## config.mk

```make
export PLATFORM = sky130hd
export DESIGN_NAME = fwb_read_init
export DESIGN_NICKNAME = d
export VERILOG_FILES = /design/src/rtl/fwb_pkg.sv /design/src/rtl/fwb_nib_mux.sv /design/src/rtl/fwb_sync_timer.sv /design/src/rtl/fwb_byte_asm.sv /design/src/rtl/fwb_read_init.sv
export SDC_FILE = /design/constraint.sdc
export NUM_CORES = 1
export LEC_CHECK = 0
export BUFFER_PORTS_ARGS = -buffer_cell sky130_fd_sc_hd__buf_4
export CAP_MARGIN = 20
export CORE_UTILIZATION = 50
export DETAILED_ROUTE_END_ITERATION = 6
export PLACE_DENSITY = 0.78
export SYNTH_ARGS = -nofsm -noshare
export SYNTH_HDL_FRONTEND = slang
export SYNTH_HIERARCHICAL = 1
export SYNTH_SLANG_ARGS = --single-unit
```

## constraint.sdc

```tcl
create_clock -name clk_i -period 4.6 [get_ports clk_i]
set_input_delay 0.23 -clock clk_i [delete_from_list [all_inputs] [get_ports clk_i]]
set_output_delay 0.23 -clock clk_i [all_outputs]
set_load 0.01 [all_outputs]
```

## src/rtl/fwb_pkg.sv

```systemverilog
package fwb_pkg;
  typedef enum logic [3:0] {
    ST_IDLE, ST_START, ST_SEL, ST_ADDR, ST_SIZE, ST_TAR0, ST_TAR1,
    ST_SYNC, ST_DLO, ST_DHI, ST_RTAR0, ST_RTAR1, ST_RECOV
  } fwb_state_e;

  localparam logic [3:0] NIB_START_RD = 4'b1101;
  localparam logic [3:0] NIB_READY    = 4'b0000;
  localparam logic [3:0] NIB_SIZE_1B  = 4'b0000;
  localparam logic [3:0] NIB_ONES     = 4'b1111;
endpackage

```

## src/rtl/fwb_nib_mux.sv

```systemverilog
module fwb_nib_mux
  import fwb_pkg::*;
#(
  parameter int ADDR_W = 28,
  localparam int ADDR_NIBS = ADDR_W / 4,
  localparam int IDX_W = $clog2(ADDR_NIBS)
) (
  input  fwb_state_e         state_i,
  input  logic [IDX_W-1:0]   idx_i,
  input  logic [3:0]         sel_i,
  input  logic [ADDR_W-1:0]  addr_i,
  output logic [3:0]         nib_o,
  output logic               oe_o,
  output logic               frame_no
);
  logic [3:0] addr_nib;

  always_comb begin
    addr_nib = 4'h0;
    for (int k = 0; k < ADDR_NIBS; k++) begin
      if (int'(idx_i) == k) addr_nib = addr_i[(ADDR_NIBS-1-k)*4 +: 4];
    end
  end

  always_comb begin
    nib_o    = NIB_ONES;
    oe_o     = 1'b1;
    frame_no = 1'b1;
    unique case (state_i)
      ST_START: begin nib_o = NIB_START_RD; frame_no = 1'b0; end
      ST_SEL:   nib_o = sel_i;
      ST_ADDR:  nib_o = addr_nib;
      ST_SIZE:  nib_o = NIB_SIZE_1B;
      ST_TAR1, ST_SYNC, ST_DLO, ST_DHI, ST_RTAR0, ST_RTAR1, ST_RECOV: oe_o = 1'b0;
      default:  ;
    endcase
  end
endmodule

```

## src/rtl/fwb_sync_timer.sv

```systemverilog
module fwb_sync_timer #(
  parameter int TMO_CYC = 16,
  localparam int CNT_W = $clog2(TMO_CYC + 1)
) (
  input  logic clk_i,
  input  logic rst_ni,
  input  logic run_i,
  input  logic ready_i,
  output logic expire_o
);
  logic [CNT_W-1:0] cnt_q;

  assign expire_o = run_i && !ready_i && (cnt_q == CNT_W'(TMO_CYC - 1));

  always_ff @(posedge clk_i or negedge rst_ni) begin
    if (!rst_ni)                  cnt_q <= '0;
    else if (!run_i || ready_i)   cnt_q <= '0;
    else if (!expire_o)           cnt_q <= cnt_q + 1'b1;
  end

  assert_wait_bound_R10: assert property (@(posedge clk_i) disable iff (!rst_ni)
    cnt_q < CNT_W'(TMO_CYC));
endmodule

```

## src/rtl/fwb_byte_asm.sv

```systemverilog
module fwb_byte_asm (
  input  logic       clk_i,
  input  logic       rst_ni,
  input  logic       cap_lo_i,
  input  logic       cap_hi_i,
  input  logic [3:0] nib_i,
  output logic [7:0] byte_o
);
  always_ff @(posedge clk_i or negedge rst_ni) begin
    if (!rst_ni) byte_o <= '0;
    else begin
      if (cap_lo_i) byte_o[3:0] <= nib_i;
      if (cap_hi_i) byte_o[7:4] <= nib_i;
    end
  end
endmodule

```

## src/rtl/fwb_read_init.sv

```systemverilog
module fwb_read_init
  import fwb_pkg::*;
#(
  parameter int ADDR_W  = 28,
  parameter int TMO_CYC = 16,
  localparam int ADDR_NIBS = ADDR_W / 4,
  localparam int IDX_W = $clog2(ADDR_NIBS)
) (
  input  logic              clk_i,
  input  logic              rst_ni,
  input  logic              req_i,
  input  logic [3:0]        dev_sel_i,
  input  logic [ADDR_W-1:0] addr_i,
  output logic              done_o,
  output logic [7:0]        data_o,
  output logic              timeout_o,
  output logic              frame_no,
  input  logic [3:0]        bus_i,
  output logic [3:0]        bus_o,
  output logic              bus_oe_o
);
  fwb_state_e        state_q, state_d;
  logic [IDX_W-1:0]  idx_q;
  logic [3:0]        sel_q;
  logic [ADDR_W-1:0] addr_q;
  logic              ready, expire;
  logic [7:0]        rd_byte;

  assign ready = (bus_i == NIB_READY);

  fwb_nib_mux #(.ADDR_W(ADDR_W)) u_mux (
    .state_i(state_q), .idx_i(idx_q), .sel_i(sel_q), .addr_i(addr_q),
    .nib_o(bus_o), .oe_o(bus_oe_o), .frame_no(frame_no)
  );

  fwb_sync_timer #(.TMO_CYC(TMO_CYC)) u_tmr (
    .clk_i(clk_i), .rst_ni(rst_ni), .run_i(state_q == ST_SYNC),
    .ready_i(ready), .expire_o(expire)
  );

  fwb_byte_asm u_asm (
    .clk_i(clk_i), .rst_ni(rst_ni),
    .cap_lo_i(state_q == ST_DLO), .cap_hi_i(state_q == ST_DHI),
    .nib_i(bus_i), .byte_o(rd_byte)
  );

  always_comb begin
    state_d = state_q;
    unique case (state_q)
      ST_IDLE:  if (req_i) state_d = ST_START;
      ST_START: state_d = ST_SEL;
      ST_SEL:   state_d = ST_ADDR;
      ST_ADDR:  if (idx_q == IDX_W'(ADDR_NIBS - 1)) state_d = ST_SIZE;
      ST_SIZE:  state_d = ST_TAR0;
      ST_TAR0:  state_d = ST_TAR1;
      ST_TAR1:  state_d = ST_SYNC;
      ST_SYNC:  if (ready) state_d = ST_DLO;
                else if (expire) state_d = ST_RECOV;
      ST_DLO:   state_d = ST_DHI;
      ST_DHI:   state_d = ST_RTAR0;
      ST_RTAR0: state_d = ST_RTAR1;
      ST_RTAR1: state_d = ST_IDLE;
      ST_RECOV: state_d = ST_IDLE;
      default:  state_d = ST_IDLE;
    endcase
  end

  always_ff @(posedge clk_i or negedge rst_ni) begin
    if (!rst_ni) begin
      state_q   <= ST_IDLE;
      idx_q     <= '0;
      sel_q     <= '0;
      addr_q    <= '0;
      done_o    <= 1'b0;
      timeout_o <= 1'b0;
      data_o    <= '0;
    end else begin
      state_q   <= state_d;
      done_o    <= 1'b0;
      timeout_o <= 1'b0;
      if (state_q == ST_IDLE && req_i) begin
        sel_q  <= dev_sel_i;
        addr_q <= addr_i;
      end
      if (state_q == ST_START)     idx_q <= '0;
      else if (state_q == ST_ADDR) idx_q <= idx_q + 1'b1;
      if (state_q == ST_RTAR1) begin
        done_o <= 1'b1;
        data_o <= rd_byte;
      end else if (state_q == ST_RECOV) begin
        done_o    <= 1'b1;
        timeout_o <= 1'b1;
        data_o    <= '0;
      end
    end
  end

  assert_frame_single_R2: assert property (@(posedge clk_i) disable iff (!rst_ni)
    !frame_no |=> frame_no);
  assert_tar_ones_R6: assert property (@(posedge clk_i) disable iff (!rst_ni)
    $fell(bus_oe_o) |-> $past(bus_o) == NIB_ONES);
  assert_done_pulse_R9: assert property (@(posedge clk_i) disable iff (!rst_ni)
    done_o |=> !done_o);
  assert_tmo_with_done_R10: assert property (@(posedge clk_i) disable iff (!rst_ni)
    timeout_o |-> done_o);
  assert_busy_hold_R11: assert property (@(posedge clk_i) disable iff (!rst_ni)
    (state_q != ST_IDLE && req_i) |=> ($stable(addr_q) && $stable(sel_q)));
endmodule

```

Word level (Yosys, flattened, before mapping)
Cells that the tools add are included.
{ "totals": {"word_cells": 73, "input_bits": 39, "out_inout_bits": 16, "ff_bits": 62} }
{ "classes": {"mux": 24, "n_addsub": 2, "n_reduce_logical": 13, "n_eq_ne": 24} }
{ "ops": {"columns": ["op", "n"], "rows": [
  ["4-bit 2-to-1 mux", 11],
  ["4-bit one-hot mux with 11 select lines", 1],
  ["4-bit == test, second input constant", 5],
  ["4-bit by 3-bit == test with 1-bit output, second input constant", 4],
  ["8-bit 2-to-1 mux", 2],
  ["4-bit one-hot mux with 4 select lines", 1],
  ["3-bit == test, second input constant", 5],
  ["5-bit 2-to-1 mux", 2],
  ["4-bit by 2-bit == test with 1-bit output, second input constant", 2],
  ["4-bit logical NOT", 2],
  ["7-bit OR reduction", 1],
  ["3-bit by 2-bit == test with 1-bit output, second input constant", 2],
  ["3-bit 2-to-1 mux", 2],
  ["5-bit by 1-bit adder with 5-bit output, second input constant", 1],
  ["5-bit by 4-bit == test with 1-bit output, second input constant", 1],
  ["1-bit 2-to-1 mux", 5],
  ["4-bit by 1-bit == test with 1-bit output, second input constant", 1],
  ["2-bit != test, second input constant", 2],
  ["2-bit nonzero test", 2],
  ["3-bit by 1-bit adder with 3-bit output, second input constant", 1],
  ["1-bit logical AND", 3],
  ["3-bit logical NOT", 1],
  ["3-bit != test, second input constant", 1],
  ["3-bit AND reduction", 1],
  ["other kinds (3)", 4]
]} }

Depth between registers and ports, before layout
Gate-level depths: netlist (run 1).
{ "logic_depth": {"depth_word": 9, "depth_mapped": 8, "depth_no_buf": 7} }

Cells and area by module
The synthesis (run 1) kept the hierarchy.
{ "modules_own_cells": {"columns": ["module", "area_each_um2", "cells_each", "instances", "seq_area_each_um2"], "rows": [
  ["fwb_read_init", 2210.9, 161, 1, 1226.2],
  ["fwb_nib_mux", 427.9, 65, 1, 0.0],
  ["fwb_byte_asm", 290.3, 16, 1, 200.2],
  ["fwb_sync_timer", 281.5, 26, 1, 125.1]
]} }

Worst setup path after synthesis (run 1)
No wires, ideal clock.
{ "synth_path": {"path_kind": "register to register", "start": "register u_tmr.cnt_q[0]", "end": "register state_q[0]", "period_less_slack_ps": 1902, "t_arrival_ps": 1823, "setup_ps": 79, "t_required_ps": 4521, "n_path_buf": 1, "path_stages_with_launch": 9, "setup_slack_ps": 2698, "cell_sequence": "dfrtp_1 -> ha_1 -> and3_1 -> ha_1 -> buf_6 -> inv_1 -> nor2_1 -> or4b_1 -> a2bb2oi_1"} }
{ "synth_between": {"elab_chain_len": 4} }
{ "synth_lines": {"columns": ["item", "line_no", "rtl"], "rows": [
  ["start, declared", "fwb_sync_timer.sv:11", "logic [CNT_W-1:0] cnt_q;"],
  ["start signal, assigned", "fwb_sync_timer.sv:18", "else if (!expire_o) cnt_q <= cnt_q + 1'b1;"],
  ["5-bit by 4-bit == test with 1-bit output", "fwb_sync_timer.sv:13", "assign expire_o = run_i && !ready_i && (cnt_q == CNT_W'(TMO_CYC - 1));"],
  ["1-bit logical AND", "fwb_sync_timer.sv:13", null],
  ["net expire", "fwb_read_init.sv:26", "logic ready, expire;"],
  ["3-bit != test (no line)", null, null],
  ["3-bit AND reduction (no line)", null, null],
  ["end signal, assigned", "fwb_read_init.sv:78", "state_q <= state_d;"],
  ["end, declared", "fwb_read_init.sv:22", "fwb_state_e state_q, state_d;"]
]} }
The timed path passes the listed nets, and every way through them passes these cells.
A chain may end at the register's enable or synchronous reset.

Final worst setup path (run 1)
{ "layout_path": {"start": "register state_q[1]", "end": "output port bus_o[1]"} }
{ "layout_between": {"elab_chain_len": 2, "elab_cells_between_ends": 5, "classes_between": "eq/ne (4); mux (1)"} }
{ "layout_lines": {"columns": ["item", "line_no", "rtl"], "rows": [
  ["4-bit by 3-bit == test with 1-bit output (tied with other cells)", "fwb_nib_mux.sv:29", "unique case (state_i)"],
  ["4-bit one-hot mux with 4 select lines (*)", "fwb_nib_mux.sv:29", null],
  ["end, declared", "fwb_read_init.sv:19", "output logic [3:0] bus_o,"]
]} }
Every way passes the cells marked *; elsewhere a longest branch is shown, timed or not.

==> run_results.csv, run 1 <==
group,metric,value,unit
yosys,synth_seq_cells,62,
global_route,grt_pass1_wl,10300,um
clocking,post-cts-setup-buffers,0,
timing,max_clock_freq,394,MHz
yosys,syn_nets,311,
clocking,root_buffer,"clkbuf_8",
critical_path,crit_path_max_incr_delay,0.84,ns
timing,grt_setup_unrepaired,"false",
timing,hold_viol,0,
outcome,outcome,"finished clean",
finish,finalNetCount,364,
power_and_ir_drop,ir_worst_vdd,388,uV
floorplan,num_rows,28,
job,drv_cap,0,
yosys,yosysSeqAreaShare,0.483,
yosys,synth_mux_area_frac,0.206,
yosys,synth_cells,268,
yosys,synth_top_family_by_area,"multiplexers",
power_and_ir_drop,p_sw_frac,0.356,
critical_path,cp.required,4.37,ns
place,dpl.hpwl,4410,um
finish,drive_above_1_share,0.380,
timing,maxSlewHeadroom,0.480,
timing,min_period,2.54,ns
finish,num_antenna_cells,0,
power_and_ir_drop,p_total,2.44,mW
yosys,synth_xor_area_frac,0.00818,
yosys,synth-edff-count,0,
timing,period_share,0.552,
routing,wl_per_cell,16.3,um
power_and_ir_drop,power.share.sequential,0.427,
critical_path,path_class,"register to output port",
floorplan,die_w,82.1,um
timing,final_max_slew_viol_count,0,
yosys,synthArstFlopShare,1.00,
finish,stdcell_count,401,
clocking,cts.sinks,62,
clocking,cts_max_level,3,
routing,via_per_inst,5.56,
yosys,synth_compound_area_frac,0.117,
floorplan,die_h,82.1,um
power_and_ir_drop,intPower,1.57,mW
clocking,insertion_delay,0.34,ns
global_route,grt_max_degree,63,
min_path,min_path_type,"input port to register",
routing,wl,6540,um
yosys,avgSynthCellArea,12.0,um2
critical_path,worstPathCellList,"nor2b_1 -> nand3_1 -> o311ai_1 -> buf_4",
clocking,cts_tree,"done",
power_and_ir_drop,pwr-share-clk,0.202,
power_and_ir_drop,p_comb_frac,0.371,
routing,drt_iter0_markers,193,
routing,drcViolationCount,0,
routing,vias,2230,
place,post-place-cells,383,
timing,skew,0.0107,ns
global_route,antenna_found_initial,0,
timing,tightest_slew,0.780,ns
critical_path,r2r_slack,2.49,ns
power_and_ir_drop,power.net_switching,0.868,mW
critical_path,path_max_fanout,27,
routing,first_pass_iters,4,
yosys,yosys.area_share.adder,0.0156,
global_route,gr-total-overflow,0,
yosys,synthSimpleGateAreaFrac,0.125,
critical_path,arrival,2.31,ns
yosys,yosys.cell_types.count,53,
floorplan,core,6060,um2
clocking,clock_path_buffers,2,
timing,setup-tns-final,0,ns
finish,area_growth,19.5,%
yosys,synthFlopType,"dfrtp_1",
global_route,grt_pass1_vias,2141,
global_route,track_usage,0.208,
timing,setup_viol,0,
yosys,ys_warn_count,6,
power_and_ir_drop,leakage,1.92,nW
yosys,syn-cell-area,3210,um2
place,gp_congestion,0.814,
critical_path,slowest_stage,"dfrtp_1",
clocking,path_clk_slew,0.07,ns
power_and_ir_drop,p_per_area,636,nW/um2
floorplan,num_io_pins,55,
routing,ant_nets,0,
finish,postLayoutCoreUtil,0.633,
clocking,cts_buffers,9,
critical_path,worstSetupEndpointType,"output port",
floorplan,die-area,6750,um2
floorplan,start_util,0.530,
place,port_buffers,54,
critical_path,cp-start-kind,"register",
-- registers in the layout (all words and copies together), names as in the netlist --
register and count:
u_asm/byte_o 8, addr_q 28, sel_q 4, state_q 4, u_tmr/cnt_q 5, timeout_o 1
idx_q 3, done_o 1, data_o 8
-- cells by family (layout without fill, tap and decap cells) --
kind of cell / Yosys count / in the layout
flops: 62 / 62
mux: 49 / 49
buf+inv: 22 / 80
simple gates: 70 / 70
fa+ha+maj: 4 / 4
compound gates: 58 / 58
xor+xnor: 3 / 3
-- per-stage QoR --
stage	hold WS, ns	setup WS, ns	instance area, um2
global placement	0.351	2.06	3600
floorplan	-0.0656	2.70	3210
global route	0.0999	1.91	3840
detailed placement	0.362	2.01	3600
finish	0.112	2.06	3840
CTS	0.0981	2.00	3820
-- power by group through the flow --
| stage | combinational (mW) | sequential, mW | clock (mW) |
|---|---|---|---|
| final | 0.905 | 1.04 | 0.493 |
| after global routing | 0.984 | 1.08 | 0.529 |
| after CTS | 0.902 | 1.04 | 0.506 |
| after floorplan | 0.736 | 0.916 | 0 |
| after global placement | 0.867 | 1.04 | 0 |
| after detailed placement | 0.895 | 1.04 | 0 |
-- timing repair --
item	in CTS	in global routing
hold endpoints to repair	62	0
hold buffers	1	0
resized for setup	0	0
-- cell usage after synthesis (3+ instances only) --
library cell	count	area share
a211oi_1	6	0.014
nor3_1	3	0.0047
ha_1	4	0.016
o22ai_1	11	0.021
buf_6	6	0.021
inv_1	8	0.0094
nand2b_1	7	0.014
buf_2	5	0.0078
mux2_2	12	0.042
nand3b_1	3	0.0070
nand2_1	9	0.011
mux2_4	31	0.14
a21oi_1	18	0.028
nor2_1	27	0.032
o21ai_0	7	0.011
dfrtp_1	62	0.48
mux2i_1	5	0.016
-- metal layers --
layer	share of wire	wire length, um	track usage	vias to the layer above
met2	0.46	3030	0.310	73
met1	0.47	3090	0.283	1071
met5	0	0	0	-
met4	0.013	83	0.0825	0
met3	0.051	334	0.0659	8
li1	-	-	-	1078
-- critical path, delay by kind of cell, from the launching register on --
family	cells	cell delay, ns
AO/OA/AOI/OAI	1	0.43
buffers and inverters	1	0.19
flip-flops	1	0.84
AND/OR/NAND/NOR	2	0.51
-- final cells by class --
type	instances	area [um2]
Fill cell	467	2220
Multi-Input combinational cell	184	1520
Clock buffer	11	151
Tap cell	75	93.8
Clock inverter	5	57.6
Inverter	8	30.0
Sequential cell	62	1550
Timing Repair Buffer	56	435
-- path summary, 6_finish.rpt --
check | startpoint | end | cells after the start
min in group asynchronous | rst_ni | u_asm/byte_o[7]$_DFFE_PN0P_ | 2
worst max register to register | state_q[1]$_DFFE_PN0P_ | state_q[1]$_DFFE_PN0P_ | 6
worst max-delay path | state_q[1]$_DFFE_PN0P_ | bus_o[1] | 4
worst min register to register | u_asm/byte_o[6]$_DFFE_PN0P_ | u_asm/byte_o[6]$_DFFE_PN0P_ | 1
worst min-delay path | addr_i[19] | addr_q[19]$_DFFE_PN0P_ | 2
max in group asynchronous | rst_ni | addr_q[26]$_DFFE_PN0P_ | 2
-- cells in the final DEF, fill, tap and decap left out, types with 2 or more instances in the layout --
| cell type | instances |
|---|---|
| clkinvlp_4 | 3 |
| and3_1 | 2 |
| nor3_1 | 3 |
| mux2_4 | 31 |
| xor2_1 | 2 |
| o21ai_0 | 7 |
| nand2b_1 | 7 |
| mux2_2 | 12 |
| mux2i_1 | 5 |
| nand2_1 | 9 |
| ha_1 | 4 |
| buf_4 | 54 |
| clkbuf_8 | 11 |
| nor3b_1 | 2 |
| nand3_1 | 2 |
| nor2_1 | 27 |
| dfrtp_1 | 62 |
| nand3b_1 | 3 |
| o211ai_1 | 2 |
| o31ai_1 | 2 |
| a21oi_1 | 18 |
| a31oi_1 | 2 |
| a211oi_1 | 6 |
| o22ai_1 | 11 |
| inv_1 | 8 |
Power figures use the tool's default switching activity.
==> inputs of run 2 (changes only) <==
==> constraint.sdc (replaced) <==
create_clock -name clk_i -period 2.35 [get_ports clk_i]
set_input_delay 0.1175 -clock clk_i [delete_from_list [all_inputs] [get_ports clk_i]]
set_output_delay 0.1175 -clock clk_i [all_outputs]
set_load 0.01 [all_outputs]
==> run_results.csv, run 2 (synthesized netlist as in run 1, its figures left out) <==
group,metric,value,unit
outcome,outcome,"finished clean",
global_route,grt_pass1_vias,2302,
place,placed_area,3660,um2
clocking,cts_buffers,9,
timing,max_clock_freq,451,MHz
critical_path,crit_top_cell,"buf_4",
critical_path,worstSetupEndpointType,"output port",
min_path,min_path_type,"input port to register",
floorplan,num_io_pins,55,
critical_path,arrival,2.10,ns
routing,wl_per_cell,15.9,um
routing,drt_iter0_markers,192,
finish,finalNetCount,400,
routing,wl,6940,um
critical_path,timing.rr.end,"state_q[0]$_DFFE_PN0P_",
finish,final_common_cell,"dfrtp_1",
clocking,post-cts-setup-buffers,0,
clocking,root_buffer,"clkbuf_8",
power_and_ir_drop,p_per_area,1170,nW/um2
min_path,hold_depth,2,
finish,area_growth,30.2,%
min_path,min_from,"addr_i[5]",
critical_path,path_class,"register to output port",
global_route,grt_max_degree,63,
timing,tightest_slew,0.756,ns
finish,postLayoutCoreUtil,0.690,
timing,holdWs,0.0128,ns
critical_path,crit_path_max_incr_delay,0.52,ns
clocking,cts_tree,"done",
floorplan,die_w,82.1,um
timing,grt_setup_unrepaired,"false",
routing,drcViolationCount,0,
place,post-place-cells,390,
critical_path,worst_r2r_path_depth,7,
power_and_ir_drop,ir_worst_vdd,803,uV
floorplan,die-area,6750,um2
clocking,clock_path_buffers,2,
global_route,track_usage,0.228,
timing,maxSlewHeadroom,0.496,
finish,nFillCells,438,
clocking,path_clk_slew,0.07,ns
timing,skew,0.00901,ns
finish,largest-register,"addr_q",
clocking,insertion_delay,0.35,ns
routing,vias,2357,
critical_path,cp-start-kind,"register",
timing,setup-tns-final,0,ns
finish,final_area,4180,um2
place,dpl.hpwl,4640,um
finish,reg.largest.list,"addr_q: 28 flops, data_o: 8 flops, u_asm/byte_o: 8 flops",
critical_path,cp.required,2.23,ns
floorplan,num_rows,28,
global_route,gr-total-overflow,0,
timing,min_period,2.22,ns
critical_path,r2r_start,"u_tmr/cnt_q[0]$_DFFE_PN0P_",
finish,mostFrequentLayoutCells,"dfrtp_1, buf_4, mux2_4, dlygate4sd3_1, nor2_1",
clocking,cts_max_level,3,
timing,period_share,0.944,
global_route,grt_pass1_wl,11100,um
place,gp_congestion,0.791,
routing,ant_nets,0,
min_path,hold_end,"addr_q[5]$_DFFE_PN0P_",
finish,stdcell_count,437,
floorplan,die_h,82.1,um
finish,largest_reg_flops,28,
critical_path,worstPathCellList,"buf_4 -> nand3b_1 -> o32ai_2 -> nor3_1 -> a221o_1 -> buf_4",
place,port_buffers,54,
floorplan,core,6060,um2
finish,num_antenna_cells,0,
timing,fin_ws,0.133,ns
routing,via_per_inst,5.39,
power_and_ir_drop,leakage,2.08,nW
power_and_ir_drop,p_total,4.90,mW
floorplan,start_util,0.530,
finish,drive_above_1_share,0.362,
critical_path,path_max_fanout,13,
global_route,antenna_found_initial,0,
critical_path,slowest_stage,"dfrtp_1",
timing,setup_viol,0,
timing,hold_viol,0,
timing,final_max_slew_viol_count,0,
job,drv_cap,0,
clocking,cts.sinks,62,
place,pre_cts_ws,0.324,ns
routing,first_pass_iters,4,
critical_path,r2r_slack,0.28,ns
## run 2: changes by cell type in the layout (fill, tap and decap cells not counted), sizes merged
cell         change
clkbuf           -1
dlygate4sd3     +30
clkinv           +2
clkinvlp         -2
buf              +6
inv              +1
## run 2: routing by layer
metal	part of all wire	up-vias	track usage	wire, um
met1	0.45	1130	0.316	3160
met3	0.045	12	0.0505	314
li1	-	1156	-	-
met4	0.021	0	0.118	144
met5	0	-	0	0
met2	0.48	59	0.334	3320
## run 2: timing repair
item / 4_1_cts / 5_1_grt
resized for setup: 0 / 1
hold buffers: 29 / 2
endpoints found under the hold margin: 90 / 2
endpoints found under the setup margin: 0 / 2
## run 2: power by group
part           switching [mW]  internal, mW
clock                   0.439         0.523
combinational           0.862          1.13
sequential              0.463          1.49
total                    1.76          3.14
## run 2: worst max path at each step
stage	slack, ns	to	start	cells past startpoint
final	0.13	bus_o[0]	idx_q[1]$_DFFE_PN0P_	6
after global routing	0.03	bus_o[0]	idx_q[1]$_DFFE_PN0P_	6
after CTS	0.11	bus_o[0]	idx_q[2]$_DFFE_PN0P_	5
after detailed placement	0.32	state_q[0]$_DFFE_PN0P_	u_tmr/cnt_q[0]$_DFFE_PN0P_	7
after global placement	0.41	state_q[0]$_DFFE_PN0P_	u_tmr/cnt_q[0]$_DFFE_PN0P_	7
after floorplan	0.45	state_q[0]$_DFFE_PN0P_	u_tmr/cnt_q[0]$_DFFE_PN0P_	8
## run 2: critical path, delay by kind of cell (launching register included)
| family | cells | cell delay [ns] |
|---|---|---|
| AO/OA/AOI/OAI | 2 | 0.51 |
| AND/OR/NAND/NOR | 2 | 0.34 |
| buffers and inverters | 2 | 0.39 |
| flip-flops | 1 | 0.52 |
## run 2: final cells by class
class                   count  area, um2  share of cell area
clock buffers              10        138              0.0329
clock inverters             6       68.8              0.0165
well taps                  75       93.8              0.0224
inverters                   8       30.0             0.00718
flip-flops and latches     62       1550               0.371
repair buffers             92        781               0.187
multi-input cells         184       1520               0.363
==> inputs of run 3 (changes only) <==
--- a/config.mk
+++ b/config.mk
@@ -9,7 +9,7 @@
 export CAP_MARGIN = 20
 export CORE_UTILIZATION = 50
 export DETAILED_ROUTE_END_ITERATION = 6
-export PLACE_DENSITY = 0.78
+export PLACE_DENSITY = 0.81
 export SYNTH_ARGS = -nofsm -noshare
 export SYNTH_HDL_FRONTEND = slang
 export SYNTH_HIERARCHICAL = 1
==> constraint.sdc (replaced) <==
create_clock -name clk_i -period 1.9 [get_ports clk_i]
set_input_delay 0.095 -clock clk_i [delete_from_list [all_inputs] [get_ports clk_i]]
set_output_delay 0.095 -clock clk_i [all_outputs]
set_load 0.01 [all_outputs]
==> run_results.csv, run 3 (synthesized netlist as in run 1, its figures left out) <==
group,metric,value,unit
outcome,outcome,"complete, but fails checks",
outcome,violations,"setup timing",
routing,drcViolationCount,0,
clocking,path_clk_slew,0.07,ns
timing,setup_viol,3,
floorplan,num_rows,28,
timing,period_share,1.04,
critical_path,cp.required,1.80,ns
floorplan,die_h,82.1,um
finish,largest-register,"addr_q",
place,gp_congestion,0.782,
clocking,clock_path_buffers,2,
clocking,cts_tree,"done",
routing,drt_iter0_markers,256,
place,dpl.hpwl,4810,um
timing,hold_viol,0,
clocking,cts.sinks,62,
timing,tightest_slew,0.768,ns
critical_path,path_max_fanout,5,
routing,wl_per_cell,18.5,um
floorplan,die-area,6750,um2
global_route,grt_max_degree,63,
timing,fin_ws,-0.0835,ns
timing,final_max_slew_viol_count,0,
clocking,cts_max_level,3,
place,port_buffers,54,
critical_path,cp-start-kind,"register",
finish,final_area,4450,um2
critical_path,arrival,1.89,ns
timing,max_clock_freq,504,MHz
finish,reg.largest.list,"addr_q: 28 flops, data_o: 8 flops, u_asm/byte_o: 8 flops",
min_path,min_path_type,"input port to register",
finish,largest_reg_flops,28,
finish,mostFrequentLayoutCells,"buf_4, dfrtp_1, dlygate4sd3_1",
routing,routed-wl-met2,4150,um
timing,min_period,1.98,ns
clocking,insertion_delay,0.35,ns
routing,via_per_inst,5.87,
routing,first_pass_iters,5,
global_route,antenna_found_initial,0,
finish,area_growth,38.5,%
power_and_ir_drop,ir_worst_vdd,939,uV
finish,seq_area,1560,um2
finish,finalNetCount,422,
global_route,track_usage,0.251,
place,pre_cts_ws,0.0925,ns
routing,vias,2694,
routing,routed-wl-met3,506,um
finish,nFillCells,363,
timing,maxSlewHeadroom,0.488,
power_and_ir_drop,leakage,2.20,nW
routing,ant_nets,0,
routing,wl,8500,um
timing,skew,0.0147,ns
critical_path,path_class,"register to output port",
floorplan,start_util,0.530,
critical_path,worstSetupEndpointType,"output port",
global_route,gr-total-overflow,0,
clocking,root_buffer,"clkbuf_8",
routing,wl_met1,3560,um
timing,setup-tns-final,-0.214,ns
global_route,grt_pass1_vias,2547,
job,drv_cap,0,
finish,multi_input_area,1600,um2
floorplan,core,6060,um2
floorplan,num_io_pins,55,
finish,drive_above_1_share,0.433,
power_and_ir_drop,p_per_area,1510,nW/um2
routing,dr.max_layer_used,"met4",
finish,final_common_cell,"buf_4",
place,placed_area,3740,um2
global_route,grt_pass1_wl,12400,um
floorplan,die_w,82.1,um
timing,grt_setup_unrepaired,"true",
clocking,cts_buffers,9,
power_and_ir_drop,p_total,6.70,mW
-- run 3: area by class of cell --
type,count,area share
diodes,1,0.000563
flip-flops and latches,62,0.350
inverters,8,0.00675
clock inverters,3,0.00985
clock buffers,12,0.0349
well taps,75,0.0211
multi-input cells,184,0.359
repair buffers,114,0.217
-- run 3: worst paths after layout --
check                                                 from  slack, ns  depth (start not counted)                          end
worst min-delay path                              bus_i[2]       0.01                          2  u_asm/byte_o[6]$_DFFE_PN0P_
min in group asynchronous                           rst_ni       0.41                          2       addr_q[15]$_DFFE_PN0P_
worst min register to register       addr_q[8]$_DFFE_PN0P_       0.51                          1        addr_q[8]$_DFFE_PN0P_
worst max-delay path                  idx_q[2]$_DFFE_PN0P_      -0.08                          6                     bus_o[3]
max in group asynchronous                           rst_ni       0.94                          2         idx_q[0]$_DFFE_PN0P_
worst max register to register  u_tmr/cnt_q[1]$_DFFE_PN0P_       0.08                          7       state_q[0]$_DFFE_PN0P_
-- run 3: through the flow --
step / utilization / instances / hold slack, ns
CTS: 0.712 / 453 / 0.00305
global route: 0.733 / 458 / 0.00269
finish: 0.733 / 459 / 0.0117
floorplan: - / 268 / -0.201
detailed placement: 0.617 / 400 / 0.217
global placement: 0.617 / 400 / 0.213
-- run 3: metal layers --
layer | GRT usage | vias to the layer above
met3 | 0.0747 | 35
met2 | 0.399 | 142
met1 | 0.316 | 1325
met4 | 0.112 | 0
met5 | 0 | -
li1 | - | 1192
-- run 3: worst max-delay path, cell delays in order (launching register included) --
cell      delay, ns
dfrtp_2        0.47
buf_6          0.16
nand3b_1       0.23
buf_4          0.18
o22ai_1        0.10
o31ai_2        0.24
buf_4          0.16
-- run 3: report_power, final --
group	leakage, nW	internal [mW]	switching (mW)
Combinational	1.32	1.71	1.43
Sequential	0.783	1.85	0.518
Clock	0.102	0.671	0.519
Total	2.20	4.22	2.47
-- run 3: what timing repair did --
| item | 4_1_cts | 5_1_grt |
|---|---|---|
| endpoints found under the hold margin | 94 | 1 |
| pin swaps | 4 | 7 |
| endpoints found under the setup margin | 4 | 4 |
| gates cloned | 0 | 0 |
| setup buffers | 5 | 4 |
| gates resized for setup | 7 | 18 |
| hold buffers | 33 | 1 |
